<file path="config.mk">
export PLATFORM = sky130hd
export DESIGN_NAME = seqSkipMul
export DESIGN_NICKNAME = d
export VERILOG_FILES = /design/src/rtl/seqSkipMulPkg.sv /design/src/rtl/mspEncoder.sv /design/src/rtl/seqSkipMulCtrl.sv /design/src/rtl/seqSkipMulDp.sv /design/src/rtl/seqSkipMul.sv
export SDC_FILE = /design/constraint.sdc
export NUM_CORES = 1
export LEC_CHECK = 0
export ABC_AREA = 1
export BUFFER_PORTS_ARGS = -buffer_cell sky130_fd_sc_hd__clkbuf_2
export CAP_MARGIN = 10
export CORE_UTILIZATION = 54
export DETAILED_ROUTE_END_ITERATION = 6
export PLACE_DENSITY_LB_ADDON = 0.3
export SLEW_MARGIN = 25
export SYNTH_ARGS = -nofsm -noshare
export SYNTH_HDL_FRONTEND = slang
export SYNTH_SLANG_ARGS = --single-unit
</file>
<file path="constraint.sdc">
create_clock -name clk -period 2.55 [get_ports clk]
set_clock_uncertainty 0.05 [all_clocks]
set_input_delay 0.3825 -clock clk [delete_from_list [all_inputs] [get_ports clk]]
set_output_delay 0.3825 -clock clk [all_outputs]
set_load 0.1 [all_outputs]
</file>
<file path="src/rtl/seqSkipMulPkg.sv">
package seqSkipMulPkg;

  typedef struct packed {
    logic load;
    logic step;
    logic fix;
  } dpStrobeT;

  typedef enum logic [1:0] {
    ST_IDLE = 2'd0,
    ST_RUN  = 2'd1,
    ST_FIX  = 2'd2
  } ctrlStateT;

endpackage

</file>
<file path="src/rtl/mspEncoder.sv">
module mspEncoder #(
  parameter int WIDTH = 16,
  localparam int POS_W = $clog2(WIDTH + 1)
) (
  input  logic [WIDTH-1:0] value,
  output logic [POS_W-1:0] pos
);

  // Priority encoder: the highest set bit wins; an all-zero input gives 0.
  always_comb begin
    pos = '0;
    for (int i = 0; i < WIDTH; i++) begin
      if (value[i]) pos = POS_W'(i + 1);
    end
  end

endmodule

</file>
<file path="src/rtl/seqSkipMulCtrl.sv">
module seqSkipMulCtrl
  import seqSkipMulPkg::*;
#(
  parameter int WIDTH = 16,
  localparam int POS_W = $clog2(WIDTH + 1)
) (
  input  logic             clk,
  input  logic             rstN,
  input  logic             start,
  input  logic [POS_W-1:0] minPos,
  output dpStrobeT         strobe,
  output logic             done
);

  ctrlStateT        state, stateNext;
  logic [POS_W-1:0] remaining;

  always_comb begin
    strobe    = '0;
    stateNext = state;
    unique case (state)
      ST_IDLE: begin
        if (start) begin
          strobe.load = 1'b1;
          stateNext   = (minPos == '0) ? ST_FIX : ST_RUN;
        end
      end
      ST_RUN: begin
        strobe.step = 1'b1;
        if (remaining == POS_W'(1)) stateNext = ST_FIX;
      end
      ST_FIX: begin
        strobe.fix = 1'b1;
        stateNext  = ST_IDLE;
      end
      default: stateNext = ST_IDLE;
    endcase
  end

  always_ff @(posedge clk or negedge rstN) begin
    if (!rstN) begin
      state     <= ST_IDLE;
      remaining <= '0;
      done      <= 1'b0;
    end else begin
      state <= stateNext;
      done  <= strobe.fix;
      if (strobe.load)      remaining <= minPos;
      else if (strobe.step) remaining <= remaining - POS_W'(1);
    end
  end

endmodule

</file>
<file path="src/rtl/seqSkipMulDp.sv">
module seqSkipMulDp
  import seqSkipMulPkg::*;
#(
  parameter int WIDTH = 16,
  localparam int POS_W = $clog2(WIDTH + 1),
  localparam int PW = 2 * WIDTH
) (
  input  logic             clk,
  input  logic             rstN,
  input  dpStrobeT         strobe,
  input  logic [WIDTH-1:0] opA,
  input  logic [WIDTH-1:0] opB,
  output logic [POS_W-1:0] minPos,
  output logic [PW-1:0]    product
);

  logic [POS_W-1:0] posA, posB, stepsDone, shiftAmt;
  logic             swapOps;
  logic [WIDTH-1:0] mlrSel, mcandSel, mcand, addend;
  logic [PW-1:0]    acc, gatedIn, shifted;
  logic [WIDTH:0]   stepSum;
  logic [POS_W-1:0] gatedAmt;

  mspEncoder #(.WIDTH(WIDTH)) u_encA (.value(opA), .pos(posA));
  mspEncoder #(.WIDTH(WIDTH)) u_encB (.value(opB), .pos(posB));

  // The operand with fewer meaningful bits drives the step count.
  assign swapOps  = posB < posA;
  assign mlrSel   = swapOps ? opB : opA;
  assign mcandSel = swapOps ? opA : opB;
  assign minPos   = swapOps ? posB : posA;

  assign addend  = acc[0] ? mcand : '0;
  assign stepSum = {1'b0, acc[PW-1:WIDTH]} + {1'b0, addend};

  // Shifter inputs stay zero except in the correction cycle.
  assign shiftAmt = POS_W'(WIDTH) - stepsDone;
  assign gatedIn  = strobe.fix ? acc : '0;
  assign gatedAmt = strobe.fix ? shiftAmt : '0;
  assign shifted  = gatedIn >> gatedAmt;

  always_ff @(posedge clk or negedge rstN) begin
    if (!rstN) begin
      mcand     <= '0;
      acc       <= '0;
      stepsDone <= '0;
      product   <= '0;
    end else begin
      if (strobe.load) begin
        mcand     <= mcandSel;
        acc       <= {{WIDTH{1'b0}}, mlrSel};
        stepsDone <= minPos;
      end else if (strobe.step) begin
        acc <= {stepSum, acc[WIDTH-1:1]};
      end
      if (strobe.fix) product <= shifted;
    end
  end

endmodule

</file>
<file path="src/rtl/seqSkipMul.sv">
module seqSkipMul
  import seqSkipMulPkg::*;
#(
  parameter int WIDTH = 16,
  localparam int POS_W = $clog2(WIDTH + 1),
  localparam int PW = 2 * WIDTH
) (
  input  logic             clk,
  input  logic             rstN,
  input  logic             start,
  input  logic [WIDTH-1:0] opA,
  input  logic [WIDTH-1:0] opB,
  output logic [PW-1:0]    product,
  output logic             done
);

  dpStrobeT         strobe;
  logic [POS_W-1:0] minPos;

  seqSkipMulCtrl #(.WIDTH(WIDTH)) u_ctrl (
    .clk(clk), .rstN(rstN), .start(start), .minPos(minPos),
    .strobe(strobe), .done(done)
  );

  seqSkipMulDp #(.WIDTH(WIDTH)) u_dp (
    .clk(clk), .rstN(rstN), .strobe(strobe), .opA(opA), .opB(opB),
    .minPos(minPos), .product(product)
  );

endmodule

</file>
==> qor.txt <==
synth top area cells -> dfrtp_1 (35%), nand2_1 (13%), o21ai_0 (12%), inv_1 (7.0%), nor2_1 (5.1%)
Place WS -> -358 ps
routability cong. -> 0.975
metal3 WL -> 1200 µm
max-cap viol count -> 0
vias in the first global route -> 6787
n_diodes -> 0
failing checks -> setup timing
CP required -> 2710 ps
met1 wire length -> 8360 µm
max layer used -> met4
Post-synth top cells -> nand2_1 (232), o21ai_0 (165), inv_1 (126)
ys async rst share -> 100%
TritonCTS clock tree -> built
Setup-failing EPs final -> 2
Fillers -> 1010
share of cells above drive strength 1 -> 21.6%
routed via count -> 7221
HP Class -> input port to flip-flop
Util after Layout -> 68.9%
# IOs -> 68
critical path peak fanout -> 5
CP arrival -> 2730 ps
initial antenna violation count -> 0
Placed Cells -> 1256
Setup TNS Final -> -25.9 ps
synthesized area -> 6720 µm²
GRT Util Overall -> 30.8%
H-tree levels -> 3
Worst-Margin Slew -> 770 ps
synth-to-layout area growth -> 23.6%
status -> finished with violations
DRC -> 0
synth warn -> 0
Mapped Nets -> 1058
pin count of the biggest net entering global routing -> 54
DPL Wire Length -> 14000 µm
Max-slew headroom -> 48.6%
final setup margin -> -20.2 ps
IO buf count -> 67
crit path kind -> flip-flop to flip-flop
Syn Inst Count -> 999
Vias/cell -> 5.62
sequential fraction of the synthesis area -> 34.6%
final WL -> 19500 µm
Tmin final -> 2570 ps
CTS Root Cell -> clkbuf_16
CTS Sinks -> 93
Nets -> 1172
Slew Viols, Final -> 0
WL per Instance -> 15.2 µm
first-pass GRT wire length -> 31900 µm
unrepaired setup endpoints after global routing -> true
hold_ws -> 305 ps
clk buf depth -> 2
Num CTS Buffers -> 9
flops & latches, synth -> 93
Core Region -> 12100 µm²
placed cell area -> 7670 µm²
total power -> 10.5 mW
die area -> 12900 µm²
remaining antenna violation count -> 0
Final Instance Count excl. Fillers -> 1286
most frequent cell after synthesis -> nand2_1
Yosys top cell by area -> dfrtp_1
startpoint types -> flip-flop
total power per unit cell area -> 1260 nW/µm²
Design Area, Final -> 8310 µm²
first-pass detailed-route iteration total -> 5
Post-synth EDFFs -> 0
Max VDD drop -> 0.579 mV
total grt overflow -> 0
Rows -> 40
Max Fclk -> 0.389 GHz
final worst-path cycle share -> 101%
main flop type after synthesis -> dfrtp_1
chip width -> 114 µm
chip height -> 114 µm
post-synth cell types -> 45
Clk Latency, worst-skew pair -> 350 ps
leakage -> 4.22 nW
Avg Cell Area, Syn -> 6.73 µm²
share of the synthesized area in the top cell type -> 34.6%
Setup crit end kind -> flip-flop
Starting Density -> 55.7%
clk slew on worst S/H paths -> 70 ps
drt initial violations -> 441
metal2 WL -> 9480 µm
final hold violations -> 0
-- cells by family (layout without fill, tap and decap cells) --
| family | Yosys count | after routing | share of synthesized area [%] |
|---|---|---|---|
| simple gates | 381 | 382 | 22.8 |
| compound gates | 306 | 306 | 25.4 |
| buf+inv | 183 | 301 | 10.8 |
| flops | 93 | 93 | 34.6 |
| fa+ha+maj | 24 | 24 | 4.58 |
| mux | 11 | 11 | 1.64 |
| xor+xnor | 1 | 1 | 0.130 |
-- cell usage in the layout (no fill, tap or decap), types with 6 or more instances in the layout --
cell	instances
dfrtp_1	93
o21ai_1	20
a22oi_1	17
a31oi_1	9
nand3_1	23
buf_4	79
o221ai_1	6
inv_2	8
clkbuf_2	66
inv_1	119
clkbuf_16	9
nand3_2	8
a21oi_2	7
nor2_1	90
mux2i_1	11
a21oi_1	52
nand2_1	220
o211ai_1	13
o21ai_0	157
ha_1	18
nand2_2	15
-- state kept, by name, summed over array words and instances (netlist names) --
name	cells
u_dp.acc	32
u_dp.product	32
u_dp.mcand	16
u_ctrl.remaining	5
u_ctrl.state	2
u_ctrl.done	1
u_dp.stepsDone	5
-- layer usage --
metal  up-vias  global-route usage [%]
li1       3548                       -
met1      3370                    39.7
met2       265                    52.4
met3        38                    4.78
met4         0                    11.2
met5         -                       0
-- path summary, 6_finish.rpt --
path,from,to,slack (ps),cells after the start
max in group asynchronous,rstN,u_dp.mcand[5]$_DFFE_PN0P_,1290,3
max,u_dp.acc[0]$_DFFE_PN0P_,u_dp.acc[28]$_DFFE_PN0P_,-20,21
min in group asynchronous,rstN,u_dp.product[24]$_DFFE_PN0P_,510,2
max reg2reg,u_dp.acc[0]$_DFFE_PN0P_,u_dp.acc[28]$_DFFE_PN0P_,-20,21
min,opA[10],u_dp.mcand[10]$_DFFE_PN0P_,310,3
min reg2reg,u_dp.product[18]$_DFFE_PN0P_,u_dp.product[18]$_DFFE_PN0P_,430,2
-- power by group --
group,switching [mW],internal [mW]
sequential,0.496,2.18
combinational,4.57,1.98
clock,0.608,0.664
total,5.67,4.82
-- cell type report --
| class | instances | area [µm²] | share of cell area [%] |
|---|---|---|---|
| clock buffer | 11 | 233 | 2.80 |
| clock inverter | 5 | 36.3 | 0.437 |
| inverter | 130 | 499 | 6.01 |
| multi-input combinational | 724 | 3930 | 47.3 |
| sequential | 93 | 2330 | 28.0 |
| tap | 168 | 210 | 2.53 |
| timing repair buffer | 155 | 1070 | 12.9 |
-- timing repair --
action                                  CTS  global route
gates resized for setup                   8            63
pin swaps                                 3            27
cloned                                    0             2
endpoints found under the hold margin    40             0
buffers inserted                          2            10
hold buffers                              1             0
endpoints found under the setup margin    3            59
-- worst max-delay path: stages, from the launching register on --
cell	delay, ps
dfrtp_1	400
buf_6	140
nand2_2	50
inv_2	40
ha_4	240
a21oi_2	130
nand2_2	70
nand2_2	70
nand2_2	60
a21oi_2	170
nor2_2	60
nor2_1	100
o21ai_1	80
nand3_1	90
nand2_2	70
nand3_2	70
nand2_2	70
nand3_1	70
nand2_1	90
buf_4	150
o21ai_1	100
o21ai_1	70
Power figures use the tool's default switching activity.
